[src/rtl/sprp_pkg.sv]
package sprp_pkg;
   typedef enum logic [1:0] {
      RM_NEAR_EVEN = 2'd0,
      RM_TO_NEG    = 2'd1,
      RM_TO_POS    = 2'd2,
      RM_TO_ZERO   = 2'd3
   } rmode_e;
endpackage

[src/rtl/sprp_inc_sel.sv]
module sprp_inc_sel
   import sprp_pkg::*;
#(
   parameter int RND_W = 7
) (
   input  rmode_e             mode,
   input  logic               sign,
   output logic [RND_W-1:0]   inc,
   output logic               near_even
);
   localparam logic [RND_W-1:0] HALF = {1'b1, {(RND_W-1){1'b0}}};
   localparam logic [RND_W-1:0] FULL = {RND_W{1'b1}};

   always_comb begin
      near_even = (mode == RM_NEAR_EVEN);
      unique case (mode)
         RM_NEAR_EVEN: inc = HALF;
         RM_TO_ZERO:   inc = '0;
         RM_TO_POS:    inc = sign ? '0 : FULL;
         RM_TO_NEG:    inc = sign ? FULL : '0;
         default:      inc = '0;
      endcase
   end
endmodule

[src/rtl/sprp_jam_shift.sv]
module sprp_jam_shift #(
   parameter int W     = 32,
   parameter int CNT_W = 16
) (
   input  logic [W-1:0]     din,
   input  logic [CNT_W-1:0] cnt,
   output logic [W-1:0]     dout
);
   localparam int LOG_W = $clog2(W);

   if ((1 << LOG_W) != W) begin : g_bad_w
      $error("sprp_jam_shift: W must be a power of two");
   end
   if (CNT_W <= LOG_W) begin : g_bad_cnt
      $error("sprp_jam_shift: CNT_W too narrow");
   end

   logic [W-1:0] stage [0:LOG_W];
   logic         huge;

   assign stage[0] = din;
   assign huge     = |cnt[CNT_W-1:LOG_W];

   for (genvar k = 0; k < LOG_W; k++) begin : g_stage
      localparam int SH = 1 << k;
      always_comb begin
         if (cnt[k])
            stage[k+1] = (stage[k] >> SH) |
                         {{(W-1){1'b0}}, |stage[k][SH-1:0]};
         else
            stage[k+1] = stage[k];
      end
   end

   assign dout = huge ? {{(W-1){1'b0}}, |din} : stage[LOG_W];
endmodule

[src/rtl/sprp_range.sv]
module sprp_range #(
   parameter int EXP_W    = 16,
   parameter int SIG_W    = 32,
   parameter int RND_W    = 7,
   parameter int OVF_EXP  = 253,
   parameter int BIAS_ADJ = 192
) (
   input  logic [EXP_W-1:0] exp_in,
   input  logic [SIG_W-1:0] sig_in,
   input  logic [RND_W-1:0] inc,
   input  logic             unf_mask,
   input  logic             ftz_en,
   output logic             ovf,
   output logic             flush,
   output logic             unf,
   output logic [EXP_W-1:0] exp_adj,
   output logic [SIG_W-1:0] sig_adj
);
   localparam logic [EXP_W-1:0]        OVF_E  = EXP_W'(OVF_EXP);
   localparam logic [EXP_W-1:0]        BIAS_E = EXP_W'(BIAS_ADJ);
   localparam logic signed [EXP_W-1:0] NEG1   = -1;

   logic [SIG_W-1:0] sum;
   logic             special, neg, tiny, do_bias, need_shift;
   logic [EXP_W-1:0] exp_b, shamt;
   logic [SIG_W-1:0] shifted;

   assign sum     = sig_in + {{(SIG_W-RND_W){1'b0}}, inc};
   assign special = (exp_in >= OVF_E);
   assign neg     = exp_in[EXP_W-1];

   assign ovf = special && !neg &&
                ((exp_in > OVF_E) || ((exp_in == OVF_E) && sum[SIG_W-1]));

   assign tiny    = neg && (($signed(exp_in) < NEG1) || !sum[SIG_W-1]);
   assign do_bias = tiny && !unf_mask;
   assign exp_b   = do_bias ? (exp_in + BIAS_E) : exp_in;

   assign need_shift = neg && exp_b[EXP_W-1];
   assign shamt      = -exp_b;

   sprp_jam_shift #(.W(SIG_W), .CNT_W(EXP_W)) u_shift (
      .din  (sig_in),
      .cnt  (shamt),
      .dout (shifted)
   );

   assign sig_adj = need_shift ? shifted : sig_in;
   assign exp_adj = need_shift ? '0 : exp_b;
   assign flush   = need_shift && tiny && ftz_en;
   assign unf     = do_bias ||
                    (need_shift && tiny && (ftz_en || (|shifted[RND_W-1:0])));
endmodule

[src/rtl/sprp_pack.sv]
module sprp_pack #(
   parameter int EXP_W  = 16,
   parameter int SIG_W  = 32,
   parameter int RND_W  = 7,
   parameter int FRAC_W = 23,
   parameter int PK_W   = 32
) (
   input  logic             sign,
   input  logic [EXP_W-1:0] exp_adj,
   input  logic [SIG_W-1:0] sig_adj,
   input  logic [RND_W-1:0] inc,
   input  logic             near_even,
   output logic [PK_W-1:0]  packed_word,
   output logic             inexact,
   output logic             rounded_up
);
   localparam int SR_W = SIG_W - RND_W;
   localparam int EF_W = PK_W - FRAC_W;
   localparam logic [RND_W-1:0] HALF = {1'b1, {(RND_W-1){1'b0}}};

   logic [RND_W-1:0] rbits;
   logic [SIG_W-1:0] sum;
   logic [SR_W-1:0]  sr_raw, sr;
   logic             tie;
   logic [EXP_W-1:0] exp_f;

   assign rbits  = sig_adj[RND_W-1:0];
   assign sum    = sig_adj + {{(SIG_W-RND_W){1'b0}}, inc};
   assign sr_raw = sum[SIG_W-1:RND_W];
   assign tie    = near_even && (rbits == HALF);
   assign sr     = sr_raw & ~{{(SR_W-1){1'b0}}, tie};
   assign exp_f  = (sr == '0) ? '0 : exp_adj;

   assign packed_word = {sign, {(PK_W-1){1'b0}}}
                      + {exp_f[EF_W-1:0], {FRAC_W{1'b0}}}
                      + {{(PK_W-SR_W){1'b0}}, sr};

   assign inexact    = |rbits;
   assign rounded_up = inexact && ({sr, {RND_W{1'b0}}} > sig_adj);
endmodule

[src/rtl/sp_round_pack.sv]
module sp_round_pack
   import sprp_pkg::*;
#(
   parameter int EXP_W  = 16,
   parameter int SIG_W  = 32,
   parameter int EXPF_W = 8,
   parameter int FRAC_W = 23
) (
   input  logic              in_sign,
   input  logic [EXP_W-1:0]  in_exp,
   input  logic [SIG_W-1:0]  in_sig,
   input  logic [1:0]        rnd_mode,
   input  logic              unf_mask,
   input  logic              ovf_mask,
   input  logic              ftz_en,
   output logic [31:0]       result,
   output logic              ovf_flag,
   output logic              unf_flag,
   output logic              inx_flag,
   output logic              rup_flag
);
   localparam int PK_W     = 1 + EXPF_W + FRAC_W;
   localparam int RND_W    = SIG_W - FRAC_W - 2;
   localparam int OVF_EXP  = (1 << EXPF_W) - 3;
   localparam int BIAS_ADJ = 3 << (EXPF_W - 2);

   if (PK_W != 32) begin : g_bad_pk
      $error("sp_round_pack: packed word must be 32 bits");
   end
   if (RND_W < 2) begin : g_bad_rnd
      $error("sp_round_pack: too few round bits");
   end
   if (EXP_W <= EXPF_W) begin : g_bad_exp
      $error("sp_round_pack: exponent input too narrow");
   end

   logic [RND_W-1:0] inc;
   logic             near_even;
   logic             r_ovf, r_flush, r_unf;
   logic [EXP_W-1:0] exp_adj;
   logic [SIG_W-1:0] sig_adj;
   logic [PK_W-1:0]  pk_word;
   logic             pk_inx, pk_rup;
   logic             inc_zero;

   sprp_inc_sel #(.RND_W(RND_W)) u_inc (
      .mode      (rmode_e'(rnd_mode)),
      .sign      (in_sign),
      .inc       (inc),
      .near_even (near_even)
   );

   sprp_range #(
      .EXP_W(EXP_W), .SIG_W(SIG_W), .RND_W(RND_W),
      .OVF_EXP(OVF_EXP), .BIAS_ADJ(BIAS_ADJ)
   ) u_range (
      .exp_in   (in_exp),
      .sig_in   (in_sig),
      .inc      (inc),
      .unf_mask (unf_mask),
      .ftz_en   (ftz_en),
      .ovf      (r_ovf),
      .flush    (r_flush),
      .unf      (r_unf),
      .exp_adj  (exp_adj),
      .sig_adj  (sig_adj)
   );

   sprp_pack #(
      .EXP_W(EXP_W), .SIG_W(SIG_W), .RND_W(RND_W),
      .FRAC_W(FRAC_W), .PK_W(PK_W)
   ) u_pack (
      .sign        (in_sign),
      .exp_adj     (exp_adj),
      .sig_adj     (sig_adj),
      .inc         (inc),
      .near_even   (near_even),
      .packed_word (pk_word),
      .inexact     (pk_inx),
      .rounded_up  (pk_rup)
   );

   assign inc_zero = (inc == '0);

   always_comb begin
      if (r_ovf) begin
         result   = {in_sign, {EXPF_W{1'b1}}, {FRAC_W{1'b0}}}
                    - {{(PK_W-1){1'b0}}, inc_zero};
         ovf_flag = 1'b1;
         unf_flag = 1'b0;
         inx_flag = (|in_sig[RND_W-1:0]) || ovf_mask;
         rup_flag = inx_flag && !inc_zero;
      end else if (r_flush) begin
         result   = {in_sign, {(PK_W-1){1'b0}}};
         ovf_flag = 1'b0;
         unf_flag = 1'b1;
         inx_flag = 1'b1;
         rup_flag = 1'b0;
      end else begin
         result   = pk_word;
         ovf_flag = 1'b0;
         unf_flag = r_unf;
         inx_flag = pk_inx;
         rup_flag = pk_rup;
      end
   end
endmodule

[config.mk]
export PLATFORM = sky130hd
export DESIGN_NAME = sp_round_pack
export DESIGN_NICKNAME = d
export VERILOG_FILES = /design/src/rtl/sprp_pkg.sv /design/src/rtl/sprp_inc_sel.sv /design/src/rtl/sprp_jam_shift.sv /design/src/rtl/sprp_range.sv /design/src/rtl/sprp_pack.sv /design/src/rtl/sp_round_pack.sv
export SDC_FILE = /design/constraint.sdc
export NUM_CORES = 1
export LEC_CHECK = 0
export ABC_AREA = 1
export ABC_CLOCK_PERIOD_IN_PS = 8900
export BUFFER_PORTS_ARGS = -buffer_cell sky130_fd_sc_hd__buf_2
export CAP_MARGIN = 20
export CORE_AREA = 2 2 112 114
export DETAILED_ROUTE_END_ITERATION = 7
export DIE_AREA = 0 0 114 116
export GPL_TIMING_DRIVEN = 0
export MAX_ROUTING_LAYER = met4
export PLACE_DENSITY = 0.7
export SLEW_MARGIN = 20
export SYNTH_ARGS = -nofsm -noshare
export SYNTH_HDL_FRONTEND = slang
export SYNTH_SLANG_ARGS = --single-unit
[constraint.sdc]
create_clock -name vclk -period 8.9
set_input_delay 0.445 -clock vclk [all_inputs]
set_output_delay 0.445 -clock vclk [all_outputs]
set_load 0.05 [all_outputs]
==> flow_summary.json <==
{
  "status": "complete, no violations",
  "grt_max_degree": 11,
  "fin_util_pct": 54.7,
  "coreArea_sq_um": 11900,
  "cp_slowest_cell": "fa_1",
  "wl_met1_um": 9290,
  "final_cell_mix": "334 x nand2_1, 143 x inv_1, 123 x o21ai_0, 122 x nor2_1, 87 x buf_2",
  "fmax_mhz": 122,
  "vias": 7660,
  "netlist_area_sq_um": 5780,
  "post_drt_wl_per_cell_um": 14.9,
  "worstPathArrival_ns": 7.72,
  "cp_max_fo": 10,
  "relSlewSlack_pct": 45.6,
  "slowest_delay_ns": 0.39,
  "wl_met2_um": 9290,
  "crit_path_end_kind": "output port",
  "drc": 0,
  "io_pins": 90,
  "max_cap_viol_count": 0,
  "nets": 1313,
  "leakage_nw": 3.35,
  "grt_pass1_wl_um": 32900,
  "finalHoldViolations": 0,
  "die_y_um": 116,
  "hold_path_class": "primary input to output port",
  "worst_slack_ns": 0.736,
  "crit_type": "primary input to output port",
  "drtIter0Drc": 750,
  "synth_nets": 1218,
  "cp_top_family": "simple AND/OR/NAND/NOR gates",
  "dp_hpwl_um": 17500,
  "maxUsedRoutingLayer": "met4",
  "track_usage_pct": 31.3,
  "synth_seq_area_share_pct": 0,
  "whs_ns": 1.32,
  "numPortBuffers": 90,
  "critPathBufInv": 12,
  "ant_nets": 0,
  "chipWidth_um": 114,
  "dp_cells": 1379,
  "setup_viol": 0,
  "syn2layout_area_growth_pct": 12.7,
  "synth_warnings": 0,
  "syn_inst": 1142,
  "detailedPlace.worstSlack_ns": 0.0702,
  "cp.required_ns": 8.46,
  "seqCellArea_sq_um": 0,
  "antenna_found_initial": 0,
  "drive_gt1_share_pct": 16.7,
  "tightest_slew_ns": 0.813,
  "start_util_pct": 48.6,
  "drv_slew": 0,
  "fin_crit_sh_pct": 91.7,
  "viasPerCell": 5.54,
  "met3RoutedLength_um": 1420,
  "nClkBuffers": 0,
  "nFlopsAndLatches": 0,
  "std_cell_rows": 40,
  "critPathMostFrequentCell": "nand2_1",
  "dieArea_sq_um": 13200,
  "cts_hold_buf": 0,
  "yosysUniqueCellTypes": 52,
  "drtPass1Iterations": 6,
  "first_global_vias": 6695,
  "diodes": 0,
  "start_kind": "primary input",
  "overflow": 0,
  "avgSynthCellArea_sq_um": 5.07,
  "gp_congestion": 1.03,
  "wl_um": 20500,
  "nFillCells": 1355,
  "layout_min_cycle_time_ns": 8.16,
  "power.density_nw_per_um2": 59.9,
  "final_common_cell": "nand2_1",
  "final_cells": 1382,
  "peakVddDrop_v": 0.0000353
}
## stage by stage
stage,setup TNS [ns],power (W),area (sq um)
after floorplan,0,0.000276,5780
after global placement,0,0.000376,6420
after detailed placement,0,0.000377,6420
after CTS,0,0.000378,6420
after global routing,-0.0269,0.000429,6520
final,0,0.000391,6520
## timing repair
item / in CTS / in global routing
setup endpoints to repair: 0 / 9
buffers inserted: 0 / 3
gates resized for setup: 0 / 22
## cell families after synthesis
| kind of cell | share of synthesized area [%] |
|---|---|
| buffers and inverters | 13.7 |
| AO/OA/AOI/OAI | 19.5 |
| AND/OR/NAND/NOR | 55.7 |
| adder cells (fa/ha/maj) | 4.89 |
| multiplexers | 2.94 |
| XOR/XNOR | 3.31 |
## path summary, 6_finish.rpt
| check | end | slack [ns] | cells past startpoint | from |
|---|---|---|---|---|
| max | result[29] | 0.74 | 53 | in_sign |
| min | result[31] | 1.32 | 4 | in_sign |
## cells in the mapped netlist (all sizes together) (7+ instances only)
cell    number  area share, %
inv        161             10
mux2i       17            2.9
nor3        20            1.9
clkbuf      30            1.9
xnor2       12            1.8
nand2      357             24
nand4       45            5.0
nor2       146             12
a21oi       14            1.2
buf          8           0.91
xor2         9            1.5
o21bai       9            2.1
nand3b       9            1.2
ha          21            4.5
nand3       95            9.6
nor4        10            1.1
or2          7           0.76
o21ai      134             12
## cell type report
type                       instances  area (sq um)  area share (%)
buffer                            38           166            2.55
inverter                         167           627            9.62
multi-input combinational        937          5060            77.6
tap                              147           184            2.82
timing repair buffer              93           480            7.37
## metal layers
layer	up-vias	GRT usage, %
li1	3915	-
met1	3405	41.7
met5	-	-
met2	302	52.3
met3	38	1.26
met4	0	7.64
## power by group
group / switching (W) / total [W] / internal [W]
Combinational: 0.000278 / 0.000391 / 0.000112
Clock: 0 / 0 / 0
Sequential: 0 / 0 / 0
(Power assumes the default switching activity.)
